===== src/rtl/tmr_irq_router.sv =====
module tmr_irq_router #(
  parameter int N_CH    = 4,
  parameter int N_LINES = 16,
  localparam int RW     = $clog2(N_LINES)
) (
  input  logic                 clk,
  input  logic                 rst_n,
  input  logic                 glb_en,
  input  logic                 legacy_en,
  input  logic [N_CH-1:0]      ch_en,
  input  logic [N_CH-1:0]      ch_level,
  input  logic [N_CH-1:0]      ch_msg_en,
  input  logic [N_CH*RW-1:0]   ch_route,
  input  logic [N_CH*64-1:0]   ch_msg_cfg,
  input  logic [N_CH-1:0]      fire,
  input  logic [N_CH-1:0]      clr,
  input  logic                 rtc_irq_in,
  output logic [N_LINES-1:0]   irq_lines,
  output logic [N_CH-1:0]      status,
  output logic                 msg_valid,
  input  logic                 msg_ready,
  output logic [31:0]          msg_addr,
  output logic [31:0]          msg_data
);
  localparam int RTC_LINE = 8;

  logic [N_CH-1:0]    deliver, msg_rise, msg_en_q, status_d, src;
  logic [N_CH-1:0]    pend_q, pend_nxt, pick;
  logic [N_LINES-1:0] lines_d;
  logic [31:0]        sel_addr, sel_data;

  assign deliver  = fire & ch_en & {N_CH{glb_en}};
  assign msg_rise = ch_msg_en & ~msg_en_q;
  assign pend_nxt = pend_q | (deliver & ch_msg_en);
  assign pick     = pend_nxt & (~pend_nxt + 1'b1);

  always_comb begin
    for (int i = 0; i < N_CH; i++) begin
      status_d[i] = status[i];
      if (clr[i] || !ch_en[i] || !glb_en || msg_rise[i]) status_d[i] = 1'b0;
      if (deliver[i] && ch_level[i] && !ch_msg_en[i])     status_d[i] = 1'b1;
    end
    src = status_d | (deliver & ~ch_level & ~ch_msg_en);
  end

  always_comb begin
    logic [RW-1:0] tgt;
    lines_d = '0;
    lines_d[RTC_LINE] = rtc_irq_in & ~legacy_en;
    for (int i = 0; i < N_CH; i++) begin
      tgt = ch_route[i*RW +: RW];
      if (legacy_en && i == 0) tgt = '0;
      if (legacy_en && i == 1) tgt = RW'(RTC_LINE);
      if (src[i]) lines_d[tgt] = 1'b1;
    end
  end

  always_comb begin
    sel_addr = '0;
    sel_data = '0;
    for (int i = 0; i < N_CH; i++)
      if (pick[i]) begin
        sel_addr = ch_msg_cfg[i*64+32 +: 32];
        sel_data = ch_msg_cfg[i*64 +: 32];
      end
  end

  always_ff @(posedge clk) begin
    if (!rst_n) begin
      irq_lines <= '0;
      status    <= '0;
      msg_en_q  <= '0;
      pend_q    <= '0;
      msg_valid <= 1'b0;
      msg_addr  <= '0;
      msg_data  <= '0;
    end else begin
      irq_lines <= lines_d;
      status    <= status_d;
      msg_en_q  <= ch_msg_en;
      if (!msg_valid || msg_ready) begin
        msg_valid <= |pend_nxt;
        pend_q    <= pend_nxt & ~pick;
        if (|pend_nxt) begin
          msg_addr <= sel_addr;
          msg_data <= sel_data;
        end
      end else begin
        pend_q <= pend_nxt;
      end
    end
  end

  a_r7_msg_hold: assert property (@(posedge clk) disable iff (!rst_n)
    (msg_valid && !msg_ready) |=> (msg_valid && $stable(msg_addr) && $stable(msg_data)));

  a_r10_rtc_pass: assert property (@(posedge clk) disable iff (!rst_n)
    (!legacy_en && rtc_irq_in) |=> irq_lines[RTC_LINE]);

  a_r8_glb_off_clears: assert property (@(posedge clk) disable iff (!rst_n)
    !glb_en |=> (status == '0));

  a_r8_clr_clears: assert property (@(posedge clk) disable iff (!rst_n)
    (|clr) |=> ((status & $past(clr & ~(fire & ch_en & {N_CH{glb_en}} & ch_level & ~ch_msg_en))) == '0));

  a_r3_no_set_when_off: assert property (@(posedge clk) disable iff (!rst_n)
    (!glb_en && !msg_valid && pend_q == '0) |=> !msg_valid);
endmodule


===== config.mk =====
export PLATFORM = sky130hd
export DESIGN_NAME = tmr_irq_router
export DESIGN_NICKNAME = d
export VERILOG_FILES = /design/src/rtl/tmr_irq_router.sv
export SDC_FILE = /design/constraint.sdc
export NUM_CORES = 1
export LEC_CHECK = 0
export BUFFER_PORTS_ARGS = -buffer_cell sky130_fd_sc_hd__buf_2
export CORE_AREA = 2 2 150 152
export DETAILED_ROUTE_END_ITERATION = 12
export DIE_AREA = 0 0 152 154
export GPL_ROUTABILITY_DRIVEN = 0
export GPL_TIMING_DRIVEN = 0
export PLACE_DENSITY = 0.57
export RECOVER_POWER = 100
export SETUP_SLACK_MARGIN = 0.1
export SLEW_MARGIN = 20
export SYNTH_ARGS = -nofsm -noshare
export SYNTH_HDL_FRONTEND = slang
export SYNTH_SLANG_ARGS = --single-unit

===== constraint.sdc =====
create_clock -name clk -period 1.8 [get_ports clk]
set_input_delay 0.36 -clock clk [delete_from_list [all_inputs] [get_ports clk]]
set_output_delay 0.36 -clock clk [all_outputs]
set_load 0.1 [all_outputs]

==> load_flow_metrics.sql <==
INSERT INTO impl_metrics (metric_group, metric, value, unit) VALUES
('status', 'status', 'finished, final reports clean', ''),
('placed_design', 'placement.cell_area', '0.00850', 'mm²'),
('critical_path', 'r2r_setup_slack', '60', 'ps'),
('critical_path', 'wp_data_arrival', '1990', 'ps'),
('routing', 'post-route-drc-count', '0', ''),
('synthesis', 'cell_count_after_synthesis', '761', ''),
('clock_tree', 'h-tree-depth', '3', ''),
('floorplan', 'rows', '54', ''),
('hold_path', 'hold_path_class', 'input pin to flip-flop', ''),
('global_routing', 'grt_util_met2', '44.2', '%'),
('synthesis', 'mapped_area', '0.00623', 'mm²'),
('run', 'cap_violations', '0', ''),
('critical_path', 'critPathLaunchType', 'flip-flop', ''),
('synthesis', 'synth_top_area_share', '29.9', '%'),
('global_routing', 'grt.busiest_layer', 'met2', ''),
('placed_design', 'place.port_buffers', '378', ''),
('sta', 'max_clock_freq', '575', 'MHz'),
('clock_tree', 'clock-root-buffer', 'clkbuf_16', ''),
('floorplan', 'die_h', '154', 'µm'),
('critical_path', 'critical_path_class', 'flip-flop to flip-flop', ''),
('synthesis', 'synth_top_cell_by_area', 'dfxtp_1', ''),
('floorplan', 'die-area', '0.0234', 'mm²'),
('synthesis', 'postSynth.asyncResetShare', '0', '%'),
('hold_path', 'timing.hold.worst.start', 'ch_level[2]', ''),
('critical_path', 'end_kind', 'flip-flop', ''),
('power', 'peakVddDrop', '0.395', 'mV'),
('floorplan', 'io_pins', '383', ''),
('clock_tree', 'cts_buffer_count', '9', ''),
('synthesis', 'netlist_top_cells_area', 'dfxtp_1, a221oi_1, o21ai_0, a211oi_1, nand2b_1', ''),
('critical_path', 'timing.reg2reg.worst_path_depth', '7', ''),
('layout', 'post_route_cells_drive_above_1_share', '50.9', '%'),
('critical_path', 'timing.critical_path.slowest_stage_cell', 'dfxtp_1', ''),
('critical_path', 'required', '2060', 'ps'),
('layout', 'stdcell_area', '0.0102', 'mm²'),
('placed_design', 'place.detailed.hpwl', '24.7', 'mm'),
('routing', 'wirelength', '33.3', 'mm'),
('sta', 'slew_viol_final', '0', ''),
('synthesis', 'post_synthesis_average_cell_area', '8.19', 'µm²'),
('hold_path', 'timing.hold.worst_path_depth', '3', ''),
('global_routing', 'first_global_vias', '8097', ''),
('global_routing', 'wire_length_of_the_first_global_routing_pass', '47.0', 'mm'),
('synthesis', 'synth_cell_type_count', '47', ''),
('power', 'leakage', '4.15', 'nW'),
('sta', 'worst_slew_margin', '60.5', '%'),
('layout', 'leading_cell_type_in_the_layout_fill_and_taps_excluded', 'buf_2', ''),
('floorplan', 'placeableCoreArea', '0.0217', 'mm²'),
('sta', 'setup_repair_after_global_routing_missed_its_margin', 'yes', ''),
('sta', 'totalNegativeSetupSlack', '0', 'ps'),
('synthesis', 'mappedNetlistNets', '1059', ''),
('routing', 'dr_iter_0_viols', '637', ''),
('clock_tree', 'cts_max_path_buffers', '2', ''),
('sta', 'setup_viol', '0', ''),
('critical_path', 'worstReg2RegEnd', 'msg_addr[6]', ''),
('clock_tree', 'worst_setup_hold_path_clk_slew', '80', 'ps'),
('synthesis', 'synth-edff-count', '0', ''),
('critical_path', 'critical_path.cell_chain', 'a41o_4 > buf_8 > buf_12 > buf_2 > a21oi_1 > a211oi_1 > o221a_2', ''),
('routing', 'vias', '8446', ''),
('sta', 'timing_hold_violations_final', '0', ''),
('routing', 'post_drt_via_cell_ratio', '5.71', ''),
('power', 'finalPower', '7.41', 'mW'),
('layout', 'final_cell_mix', 'buf_2, clkbuf_2, o21ai_0, dfxtp_1, nand2b_1', ''),
('global_routing', 'grt_overflow_total', '0', ''),
('global_routing', 'grt_util_all_layers', '25.6', '%'),
('critical_path', 'critical_path.reg2reg.startpoint', 'pend_q[1]', ''),
('global_routing', 'number_of_antenna_violations_at_the_first_check_in_global_routing', '3', ''),
('clock_tree', 'cts-hold-fix-buffers', '0', ''),
('sta', 'final.hold.worst_slack', '254', 'ps'),
('layout', 'final_net_count', '1487', ''),
('synthesis', 'yosys_warnings', '0', ''),
('routing', 'routed_length_per_placed_instance', '22.5', 'µm'),
('sta', 'period_share', '96.5', '%');
-- cell usage after synthesis (4+ instances only) --
master / n
nor2_1: 46
clkbuf_1: 50
o21ai_0: 103
o221a_2: 16
nand2b_1: 57
a41oi_1: 8
and2_1: 5
buf_2: 22
nand3_1: 47
nor4_1: 4
o41a_1: 8
nor3_1: 28
nand2_1: 8
nand3b_1: 4
buf_6: 4
dfxtp_1: 93
a21oi_1: 22
o21ai_1: 7
a41oi_2: 5
nor3b_1: 6
and4b_1: 6
nand4_1: 6
a211oi_1: 66
a221oi_1: 92
nor2b_1: 9
-- what timing repair did --
action / 4_1_cts / 5_1_grt
cloned: 1 / 12
hold endpoints to repair: 0 / 0
gates resized for setup: 108 / 119
pin swaps: 4 / 33
setup endpoints to repair: 70 / 69
buffers inserted: 17 / 10
-- power breakdown --
group | switching [mW] | total, mW | internal [mW]
Sequential | 0.0882 | 2.30 | 2.22
Clock | 0.945 | 2.12 | 1.17
Combinational | 2.08 | 2.99 | 0.914
-- per-stage QoR --
stage	setup slack, ps	std cells	utilization [%]
after global routing	18.7	1475	46.8
after floorplan	20.5	761	-
after global placement	-559	1419	39.2
after CTS	76.7	1453	43.2
after detailed placement	-584	1419	39.2
final	62.3	1478	46.9
-- flip-flops by register name, indices dropped and copies added (netlist names) --
register and count:
msg_en_q 4, status 4, msg_data 32, msg_valid 1, irq_lines 16, pend_q 4
msg_addr 32
-- critical path, delay by kind of cell (launching register included) --
family                 cells  cell delay, ps
AOI/OAI and AO/OA          4             860
buffers and inverters      3             430
DFF                        1             340
-- cell families (layout without fill, tap and decap cells) --
kind of cell           count (synthesis)  in the layout  share of synthesized area, %
buffers and inverters                 85            518                          6.22
AND/OR/NAND/NOR                      234            234                          21.0
AO/OA/AOI/OAI                        349            349                          42.9
flip-flops                            93             93                          29.9
other                                  0              4                             0
-- how the worst max path moves through the flow --
stage | start | cells past startpoint | slack [ps] | endpoint
finish | pend_q[1] | 7 | 60 | msg_addr[6]
global route | pend_q[1] | 7 | 20 | msg_addr[7]
CTS | glb_en | 8 | 80 | msg_addr[13]
detailed placement | glb_en | 7 | -580 | msg_addr[7]
global placement | glb_en | 7 | -560 | msg_addr[9]
floorplan | glb_en | 7 | 20 | msg_addr[11]
-- layout make-up --
type | instances | area (µm²) | share of cell area, %
antenna | 4 | 10.0 | 0.0984
timing repair buffer | 418 | 2460 | 24.2
clock inverter | 6 | 65.1 | 0.640
clock buffer | 10 | 250 | 2.46
sequential | 93 | 1870 | 18.4
tap | 280 | 350 | 3.45
buffer | 81 | 707 | 6.95
multi-input combinational | 583 | 4440 | 43.7
inverter | 3 | 11.3 | 0.111
-- metal layers --
layer / vias up / share of wire (%)
li1: 3923 / -
met1: 4005 / 40
met2: 457 / 50
met3: 59 / 7.3
met4: 2 / 2.7
met5: - / 0.039
(Power assumes the default switching activity.)
